**src/rtl/tlb_pkg.sv**
```systemverilog
package tlb_pkg;
  // Strobes the control hands to the entry storage each cycle.
  typedef struct packed {
    logic flushAll;   // clear every valid bit
    logic flushAsid;  // clear valid bits whose tag matches
    logic write;      // install refill data at writeIdx
  } tlbStrobe_t;
endpackage

```
**src/rtl/tlb_datapath.sv**
```systemverilog
module tlb_datapath
  import tlb_pkg::*;
#(
  parameter int ENTRIES = 8,
  parameter int VPN_W   = 20,
  parameter int ASID_W  = 8,
  parameter int PFN_W   = 20,
  localparam int IDX_W  = $clog2(ENTRIES)
) (
  input  logic              clk,
  input  logic              rstN,
  input  tlbStrobe_t        strobe,
  input  logic [IDX_W-1:0]  writeIdx,
  input  logic [VPN_W-1:0]  refillVpn,
  input  logic [ASID_W-1:0] refillAsid,
  input  logic [PFN_W-1:0]  refillPfn,
  input  logic [ASID_W-1:0] flushTag,
  input  logic [VPN_W-1:0]  lookVpn,
  input  logic [ASID_W-1:0] lookAsid,
  output logic [ENTRIES-1:0] validVec,
  output logic [ENTRIES-1:0] hitVec,
  output logic [ENTRIES-1:0] refillHitVec,
  output logic [PFN_W-1:0]  hitPfn
);
  logic [VPN_W-1:0]  vpnQ  [ENTRIES];
  logic [ASID_W-1:0] asidQ [ENTRIES];
  logic [PFN_W-1:0]  pfnQ  [ENTRIES];
  logic [ENTRIES-1:0] validQ;

  for (genvar i = 0; i < ENTRIES; i++) begin : gEntry
    logic writeHere;
    assign writeHere = strobe.write && (writeIdx == IDX_W'(i));

    always_ff @(posedge clk) begin
      if (!rstN) begin
        validQ[i] <= 1'b0;
      end else if (strobe.flushAll) begin
        validQ[i] <= 1'b0;
      end else if (strobe.flushAsid && (asidQ[i] == flushTag)) begin
        validQ[i] <= 1'b0;
      end else if (writeHere) begin
        validQ[i] <= 1'b1;
      end
    end

    always_ff @(posedge clk) begin
      if (writeHere) begin
        vpnQ[i]  <= refillVpn;
        asidQ[i] <= refillAsid;
        pfnQ[i]  <= refillPfn;
      end
    end

    assign hitVec[i]       = validQ[i] && (vpnQ[i] == lookVpn) && (asidQ[i] == lookAsid);
    assign refillHitVec[i] = validQ[i] && (vpnQ[i] == refillVpn) && (asidQ[i] == refillAsid);
  end

  assign validVec = validQ;

  always_comb begin
    hitPfn = '0;
    for (int i = 0; i < ENTRIES; i++) begin
      if (hitVec[i]) hitPfn = hitPfn | pfnQ[i];
    end
  end
endmodule

```
**src/rtl/tlb_ctrl.sv**
```systemverilog
module tlb_ctrl
  import tlb_pkg::*;
#(
  parameter int ENTRIES = 8,
  parameter int VPN_W   = 20,
  parameter int ASID_W  = 8,
  parameter int PFN_W   = 20,
  parameter int OFF_W   = 12,
  localparam int IDX_W  = $clog2(ENTRIES)
) (
  input  logic               clk,
  input  logic               rstN,
  input  logic               lkValid,
  input  logic [VPN_W-1:0]   lkVpn,
  input  logic [ASID_W-1:0]  lkAsid,
  input  logic [OFF_W-1:0]   lkOffset,
  input  logic [VPN_W:0]     tableLen,
  input  logic               refillValid,
  input  logic               flushAll,
  input  logic               flushAsidValid,
  input  logic [ENTRIES-1:0] validVec,
  input  logic [ENTRIES-1:0] hitVec,
  input  logic [ENTRIES-1:0] refillHitVec,
  input  logic [PFN_W-1:0]   hitPfn,
  output tlbStrobe_t         strobe,
  output logic [IDX_W-1:0]   writeIdx,
  output logic               rspValid,
  output logic               rspHit,
  output logic               rspMiss,
  output logic               rspFault,
  output logic [PFN_W+OFF_W-1:0] rspPaddr,
  output logic               walkReq,
  output logic [VPN_W-1:0]   walkVpn,
  output logic [ASID_W-1:0]  walkAsid
);
  logic [IDX_W-1:0] rrPtr;
  logic [IDX_W-1:0] freeIdx, matchIdx;
  logic anyFree, anyMatch, useRr;
  logic faultNow, hitNow, missNow;

  // Victim selection: existing match, then lowest free slot, then round robin.
  always_comb begin
    freeIdx  = '0;
    matchIdx = '0;
    for (int i = ENTRIES - 1; i >= 0; i--) begin
      if (!validVec[i])    freeIdx  = IDX_W'(i);
      if (refillHitVec[i]) matchIdx = IDX_W'(i);
    end
    anyFree  = ~&validVec;
    anyMatch = |refillHitVec;
    useRr    = !anyMatch && !anyFree;
    if (anyMatch)     writeIdx = matchIdx;
    else if (anyFree) writeIdx = freeIdx;
    else              writeIdx = rrPtr;
  end

  always_comb begin
    strobe.flushAll  = flushAll;
    strobe.flushAsid = flushAsidValid;
    strobe.write     = refillValid && !flushAll && !flushAsidValid;
  end

  always_ff @(posedge clk) begin
    if (!rstN) begin
      rrPtr <= '0;
    end else if (strobe.write && useRr) begin
      rrPtr <= (rrPtr == IDX_W'(ENTRIES - 1)) ? '0 : rrPtr + 1'b1;
    end
  end

  // Lookup classification, registered for one cycle of latency.
  always_comb begin
    faultNow = lkValid && ({1'b0, lkVpn} >= tableLen);
    hitNow   = lkValid && !faultNow && (|hitVec);
    missNow  = lkValid && !faultNow && !(|hitVec);
  end

  always_ff @(posedge clk) begin
    if (!rstN) begin
      rspValid <= 1'b0;
      rspHit   <= 1'b0;
      rspMiss  <= 1'b0;
      rspFault <= 1'b0;
      rspPaddr <= '0;
      walkReq  <= 1'b0;
      walkVpn  <= '0;
      walkAsid <= '0;
    end else begin
      rspValid <= lkValid;
      rspHit   <= hitNow;
      rspMiss  <= missNow;
      rspFault <= faultNow;
      rspPaddr <= hitNow ? {hitPfn, lkOffset} : '0;
      walkReq  <= missNow;
      walkVpn  <= missNow ? lkVpn : '0;
      walkAsid <= missNow ? lkAsid : '0;
    end
  end
endmodule

```
**src/rtl/asid_tlb.sv**
```systemverilog
module asid_tlb
  import tlb_pkg::*;
#(
  parameter int ENTRIES = 8,
  parameter int VPN_W   = 20,
  parameter int ASID_W  = 8,
  parameter int OFF_W   = 12,
  parameter int PFN_W   = 20,
  localparam int VA_W   = VPN_W + OFF_W,
  localparam int PA_W   = PFN_W + OFF_W,
  localparam int IDX_W  = $clog2(ENTRIES)
) (
  input  logic              clk,
  input  logic              rstN,
  input  logic              lkValid,
  input  logic [VA_W-1:0]   lkVaddr,
  input  logic [ASID_W-1:0] lkAsid,
  input  logic [VPN_W:0]    tableLen,
  output logic              rspValid,
  output logic              rspHit,
  output logic              rspMiss,
  output logic              rspFault,
  output logic [PA_W-1:0]   rspPaddr,
  output logic              walkReq,
  output logic [VPN_W-1:0]  walkVpn,
  output logic [ASID_W-1:0] walkAsid,
  input  logic              refillValid,
  input  logic [VPN_W-1:0]  refillVpn,
  input  logic [ASID_W-1:0] refillAsid,
  input  logic [PFN_W-1:0]  refillPfn,
  input  logic              flushAll,
  input  logic              flushAsidValid,
  input  logic [ASID_W-1:0] flushAsid
);
  tlbStrobe_t         strobe;
  logic [IDX_W-1:0]   writeIdx;
  logic [ENTRIES-1:0] validVec, hitVec, refillHitVec;
  logic [PFN_W-1:0]   hitPfn;

  tlb_datapath #(
    .ENTRIES(ENTRIES), .VPN_W(VPN_W), .ASID_W(ASID_W), .PFN_W(PFN_W)
  ) uData (
    .clk(clk), .rstN(rstN), .strobe(strobe), .writeIdx(writeIdx),
    .refillVpn(refillVpn), .refillAsid(refillAsid), .refillPfn(refillPfn),
    .flushTag(flushAsid), .lookVpn(lkVaddr[VA_W-1:OFF_W]), .lookAsid(lkAsid),
    .validVec(validVec), .hitVec(hitVec), .refillHitVec(refillHitVec), .hitPfn(hitPfn)
  );

  tlb_ctrl #(
    .ENTRIES(ENTRIES), .VPN_W(VPN_W), .ASID_W(ASID_W), .PFN_W(PFN_W), .OFF_W(OFF_W)
  ) uCtrl (
    .clk(clk), .rstN(rstN), .lkValid(lkValid), .lkVpn(lkVaddr[VA_W-1:OFF_W]),
    .lkAsid(lkAsid), .lkOffset(lkVaddr[OFF_W-1:0]), .tableLen(tableLen),
    .refillValid(refillValid), .flushAll(flushAll), .flushAsidValid(flushAsidValid),
    .validVec(validVec), .hitVec(hitVec), .refillHitVec(refillHitVec), .hitPfn(hitPfn),
    .strobe(strobe), .writeIdx(writeIdx), .rspValid(rspValid), .rspHit(rspHit),
    .rspMiss(rspMiss), .rspFault(rspFault), .rspPaddr(rspPaddr), .walkReq(walkReq),
    .walkVpn(walkVpn), .walkAsid(walkAsid)
  );
endmodule

```
**config.mk**
```make
export PLATFORM = sky130hd
export DESIGN_NAME = asid_tlb
export DESIGN_NICKNAME = d
export VERILOG_FILES = /design/src/rtl/tlb_pkg.sv /design/src/rtl/tlb_datapath.sv /design/src/rtl/tlb_ctrl.sv /design/src/rtl/asid_tlb.sv
export SDC_FILE = /design/constraint.sdc
export NUM_CORES = 1
export LEC_CHECK = 0
export BUFFER_PORTS_ARGS = -buffer_cell sky130_fd_sc_hd__buf_2
export CORE_AREA = 3 3 239 241
export DETAILED_ROUTE_END_ITERATION = 8
export DIE_AREA = 0 0 242 244
export PLACE_DENSITY = 0.61
export SLEW_MARGIN = 25
export SYNTH_ARGS = -nofsm -noshare
export SYNTH_HDL_FRONTEND = slang
export SYNTH_SLANG_ARGS = --single-unit
```
**constraint.sdc**
```tcl
create_clock -name clk -period 10.1 [get_ports clk]
set_input_delay 0.505 -clock clk [delete_from_list [all_inputs] [get_ports clk]]
set_output_delay 0.505 -clock clk [all_outputs]
set_load 0.1 [all_outputs]
```
; ---- After elaboration in Yosys (flattened, before gate mapping)
; Memories as Yosys holds them, arrays and structs flattened.
; Cells that the tools add are included.
[totals]
ramBits = 384
output_inout_bits = 65
word_cells = 279
mem_count = 3
reg_bits = 75
[op_classes]
n_eq_ne = 48
reduce_logical = 96
add_sub_neg = 1
n_lt_le_gt_ge = 1
n_bitwise = 8
mux = 106
[mem_list]
columns = name, words, width, read_ports, rd_ports_with_merged_regs, write_ports, line
row1 = uData.pfnQ, 8, 20, 8, 0, 1, tlb_datapath.sv:27  ; logic [PFN_W-1:0] pfnQ [ENTRIES];
row2 = uData.vpnQ, 8, 20, 8, 0, 1, tlb_datapath.sv:25  ; logic [VPN_W-1:0] vpnQ [ENTRIES];
row3 = uData.asidQ, 8, 8, 8, 0, 1, tlb_datapath.sv:26  ; logic [ASID_W-1:0] asidQ [ENTRIES];
[ops]
columns = op, count
row1 = 2-to-1 mux 20 bit, 22
row2 = equality test 20 bit, 16
row3 = OR reduction 20 bit, 14
row4 = equality test 8 bit, 24
row5 = OR 20 bit, 7
row6 = 2-to-1 mux 3 bit, 40
row7 = OR reduction 8 bit, 9
row8 = logical AND 1 bit, 56
row9 = 2-to-1 mux 8 bit, 7
row10 = 2-to-1 mux 1 bit, 37
row11 = OR reduction 3 bit, 8
row12 = >= comparator 20 x 21 -> 1 bit, 1
row13 = equality test 3 bit (second input constant), 5
row14 = AND reduction 8 bit, 1
row15 = equality test 3 x 2 -> 1 bit (second input constant), 2
row16 = zero test 1 bit, 5
row17 = AND reduction 2 bit, 2
row18 = adder 3 x 1 -> 3 bit (second input constant), 1
row19 = equality test 3 x 1 -> 1 bit (second input constant), 1
row20 = zero test 3 bit, 1
row21 = NOT 1 bit, 1

; ---- Logic depth before layout (Yosys ltp)
[logic_depth]
ltp_word = 24
depth_mapped = 14

; ---- Modules after synthesis
; Synthesis repeated with hierarchy kept, for this count alone.
[hier_totals]
hier_cells = 1629
hier_area_um2 = 21610.7
[modules_own_cells]
columns = module, seq_area_each_um2, instances, area_per_inst_um2, cells_per_inst
row1 = tlb_datapath, 11691.2, 1, 18994.5, 1373
row2 = tlb_ctrl, 1341.3, 1, 2616.3, 256

; ---- Least setup slack after synthesis
; Ideal clock, no wire load.
[synth_path]
kind = input to register
startpoint = in refillVpn[4]
endpoint = reg uData.validQ[2] (netlist: uData.validVec[2])
setup_ns = 0.068
t_arrival_ns = 4.453
stages = 9
path_buffers = 1
slack_ns = 5.579
path_cell_list = buf_6 > xor2_1 > nor4_1 > nand4_1 > or4_4 > nor2b_4 > a21oi_4 > nor3b_2 > o221a_1
[synth_between]
elab_chain_cells = 14
[synth_rtl]
columns = element, line
row1 = start: declaration, asid_tlb.sv:28  ; input logic [VPN_W-1:0] refillVpn,
row2 = equality test 20 bit, tlb_datapath.sv:55  ; assign refillHitVec[i] = validQ[i] && (vpnQ[i] == refillVpn) && (asidQ[i] == refillAsid);
row3 = logical AND 1 bit (2 in series), tlb_datapath.sv:55
row4 = 2-to-1 mux 3 bit (8 in series), tlb_ctrl.sv:47  ; if (refillHitVec[i]) matchIdx = IDX_W'(i);
row5 = 2-to-1 mux 3 bit (*), tlb_ctrl.sv:52  ; if (anyMatch) writeIdx = matchIdx;
row6 = equality test 3 x 2 -> 1 bit (*), tlb_datapath.sv:32  ; assign writeHere = strobe.write && (writeIdx == IDX_W'(i));
row7 = logical AND 1 bit (*), tlb_datapath.sv:32
row8 = net uData.gEntry[2].writeHere, tlb_datapath.sv:31  ; logic writeHere;
row9 = end signal: indexed assignment, tlb_datapath.sv:36  ; validQ[i] <= 1'b0;
row10 = end signal: indexed assignment, tlb_datapath.sv:38  ; validQ[i] <= 1'b0;
row11 = end signal: indexed assignment, tlb_datapath.sv:40  ; validQ[i] <= 1'b0;
row12 = end: declaration, tlb_datapath.sv:28  ; logic [ENTRIES-1:0] validQ;
; Mark *: on every way through the listed nets, which the timed path passes. The rest lies on a longest branch.
; A chain may end at the register's enable or synchronous reset.

; ---- Worst setup path in the final report
[layout_path]
startpoint = in refillVpn[1]
endpoint = mem uData.vpnQ[6][1] (netlist: uData.vpnQ[1][41]), enable pin
[layout_lines]
columns = element, line
row1 = equality test 20 bit, tlb_datapath.sv:55
row2 = logical AND 1 bit (2 in series), tlb_datapath.sv:55
row3 = 2-to-1 mux 3 bit (8 in series), tlb_ctrl.sv:47
row4 = 2-to-1 mux 3 bit (*), tlb_ctrl.sv:52
row5 = equality test 3 bit (*), tlb_datapath.sv:32
row6 = logical AND 1 bit (*), tlb_datapath.sv:32
row7 = net uData.gEntry[6].writeHere, tlb_datapath.sv:31
row8 = 2-to-1 mux 1 bit (*), tlb_datapath.sv:47  ; if (writeHere) begin
row9 = 2-to-1 mux 1 bit (not written as such) (*), tlb_datapath.sv:48  ; vpnQ[i] <= refillVpn;
row10 = OR reduction 20 bit (no line), --
row11 = 2-to-1 mux 3 bit (no line) / 2-to-1 mux 1 bit (equally long branches) (2 in series), --
row12 = end: declaration, tlb_datapath.sv:25
; Marks and branches as above.

==> flow_summary_export.csv <==
group,metric,value,unit
clock_tree,cts-buffers-inserted,52,
die,design.portCount,188,
global_route,grt_max_degree,50,
layout,layout_commonest_cell,"edfxtp_1",
route,routed_via_density,5.60,
layout,fin_cells,2519,
logic_synthesis,synth_area_leaders,"edfxtp_1 54%, xor2_1 11%, xnor2_1 9.2%, dfxtp_1 7.0%, nor4_1 2.1%",
critical_path,cpMaxStageDelayCell,"nor2_4",
clock_tree,cts_setup_buffers,0,
global_route,first_global_vias,14300,
layout,drive_above_1_share,0.183,
critical_path,crit_chain,"buf_2 -> xor2_1 -> nor4_1 -> nand4_1 -> or4_4 -> nor2b_4 -> a21oi_4 -> nand3b_2 -> nor2_4 -> buf_4",
critical_path,critPathLaunch,"refillVpn[1]",
min_path,holdPathStages,1,
logic_synthesis,synth_top_area_frac,0.539,
logic_synthesis,synth_flop_cell,"edfxtp_1",
logic_synthesis,synth_cell_types,66,
timing,setup_violations,0,
critical_path,required,10.33,ns
logic_synthesis,synth_top_area_cell,"edfxtp_1",
layout,fin_area,0.0248,mm²
critical_path,path_delay_family,"simple AND/OR/NAND/NOR gates",
layout,nets,1872,
critical_path,cp_num_buf_inv,2,
placement,placed_area,0.0230,mm²
critical_path,max_stage_delay,0.84,ns
timing,hold_viol,0,
clock_tree,root_buffer,"clkbuf_16",
critical_path,arrival,4.73,ns
global_route,grt_usage,0.246,
timing,clock-skew-final,0.0357,ns
critical_path,ff2ff_path_depth,9,
critical_path,path_depth,10,
logic_synthesis,synth_seq_cells,459,
placement,gp_congestion,1.02,
clock_tree,cts_hold_buf,0,
timing,final.setup.tns,0,ns
route,drt-wirelength-per-cell,29.4,µm
route,wl,74000,µm
critical_path,cp-start-kind,"primary input",
timing,max-slew-margin-rel,0.167,
timing,rsz0062_at_grt,"false",
power_and_ir_drop,vdd_drop_max,0.139,mV
clock_tree,cts_tree,"done",
die,start_util,0.388,
placement,port_buffers,187,
die,row_count,86,
route,drcViolationCount,0,
logic_synthesis,synth_edf_count,384,
timing,tightest_slew,1.24,ns
logic_synthesis,syn_area,0.0214,mm²
critical_path,endpoint,"uData.vpnQ[1][41]$_DFFE_PP_",
critical_path,rr_startpoint,"uData.vpnQ[0][61]$_DFFE_PP_",
global_route,antenna_found_initial,5,
placement,dp.cells,2420,
clock_tree,clk_pin_slew_worst_paths,0.06,ns
logic_synthesis,syn-num-nets,1704,
route,drt_iter0_markers,1579,
logic_synthesis,synth-async-reset-ratio,0,
critical_path,crit_fanout,28,
global_route,grt-ovfl-total,0,
logic_synthesis,synthCells,1559,
clock_tree,post_cts_resized,0,
route,ant_nets,0,
timing,fmax,0.222,GHz
die,core-area,0.0551,mm²
clock_tree,htreeDepth,2,
critical_path,setup.worst_path.class,"in2reg",
logic_synthesis,syn_avg_cell_area,13.7,µm²
power_and_ir_drop,leakagePower,8.58,nW
global_route,grt_pass1_wl,105000,µm
critical_path,r2r_slack,5.62,ns
critical_path,crit_path_end_kind,"register",
die,dieArea,0.0590,mm²
critical_path,r2r_end,"uData.vpnQ[1][41]$_DFFE_PP_",
clock_tree,clk_latency,0.61,ns
timing,fin_crit,4.50,ns
timing,finalMaxSlewViolations,0,
clock_tree,clock_path_buffers,3,
timing,period_share,0.445,
logic_synthesis,yosysSeqAreaShare,0.609,
die,die_h,244,µm
logic_synthesis,yosys_warnings,0,
outcome,status,"finished clean",
die,die_w,242,µm
route,first_pass_iters,8,
min_path,hold_path_class,"in2reg",
layout,layout_common_cells,"384 x edfxtp_1, 275 x xor2_1, 224 x xnor2_1",
route,num_vias,14100,
layout,area_growth,15.9,%
placement,dpl.hpwl,49800,µm
job,max_cap_viol_count,0,
clock_tree,numClockSinks,459,
power_and_ir_drop,power_density,178,mW/mm²
[power breakdown]
group	internal (mW)	total, mW	leakage (nW)	switching (mW)
logic	0.0941	0.340	3.62	0.246
registers	2.06	2.07	4.07	0.00654
clock network	1.21	2.00	0.891	0.791
total	3.37	4.41	8.58	1.04
[worst min-delay path by stage]
| stage | to | slack, ns | start |
|---|---|---|---|
| after floorplan | uCtrl.rrPtr[1]$_SDFFE_PN0P_ | 0.46 | uCtrl.rrPtr[1]$_SDFFE_PN0P_ |
| after global placement | uCtrl.rrPtr[1]$_SDFFE_PN0P_ | 0.50 | uCtrl.rrPtr[1]$_SDFFE_PN0P_ |
| after detailed placement | uCtrl.rrPtr[1]$_SDFFE_PN0P_ | 0.52 | uCtrl.rrPtr[1]$_SDFFE_PN0P_ |
| after CTS | uData.pfnQ[1][72]$_DFFE_PP_ | 0.15 | refillPfn[12] |
| after global routing | uCtrl.rspPaddr[7]$_SDFF_PN0_ | 0.16 | lkVaddr[7] |
| final | uData.pfnQ[1][72]$_DFFE_PP_ | 0.17 | refillPfn[12] |
[logic make-up after synthesis]
logic type      count (synthesis)  synth area share
compound gates                133            0.0489
xor+xnor                      499             0.204
fa+ha+maj                      22            0.0129
buf+inv                       130            0.0332
flops                         459             0.609
mux                             2          0.000936
simple gates                  314            0.0908
[registers in the layout, summed over array words and instances (netlist names)]
register and flops:
uCtrl.walkAsid 8, uCtrl.rspFault 1, uCtrl.rspHit 1, uData.asidQ 64
uCtrl.walkVpn 20, uData.pfnQ 160, uCtrl.rspValid 1, uCtrl.rrPtr 3
uData.vpnQ 160, uCtrl.rspPaddr 32, uData.validVec 8, uCtrl.rspMiss 1
[cell usage after synthesis, types with 11 or more instances]
cell type,number
a21oi_1,16
a221oi_1,11
a222oi_1,17
a22oi_1,39
and2_1,29
buf_2,15
buf_4,42
clkbuf_1,30
dfxtp_1,75
edfxtp_1,384
ha_1,22
inv_1,33
nand2_1,13
nand3_1,38
nand4_1,68
nor2_1,12
nor3_1,31
nor4_1,73
nor4b_1,13
xnor2_1,224
xor2_1,275
[metrics by stage]
step,power [mW],utilization,hold WS [ns],setup slack [ns]
finish,4.41,0.450,0.174,5.60
global route,4.54,0.450,0.160,5.48
CTS,4.44,0.450,0.146,5.68
detailed placement,2.44,0.417,0.522,5.12
global placement,2.44,0.417,0.501,5.17
floorplan,2.32,-,0.461,5.58
[final cells by class]
cell class / instances / area [µm²]
Inverter: 36 / 135
Tap cell: 748 / 936
Multi-Input combinational cell: 970 / 7770
Antenna cell: 1 / 2.50
Timing Repair Buffer: 208 / 1100
Clock inverter: 29 / 350
Sequential cell: 459 / 13000
Clock buffer: 68 / 1470
Fill cell: 5037 / 30300
[layer usage]
| layer | global-route usage | vias up | share of wire |
|---|---|---|---|
| met5 | 0 | - | 0.00065 |
| met4 | 0.106 | 8 | 0.044 |
| met3 | 0.0408 | 156 | 0.081 |
| met2 | 0.400 | 757 | 0.46 |
| met1 | 0.328 | 7112 | 0.41 |
| li1 | - | 6079 | - |
No activity file was read; power rests on OpenSTA's default activity.
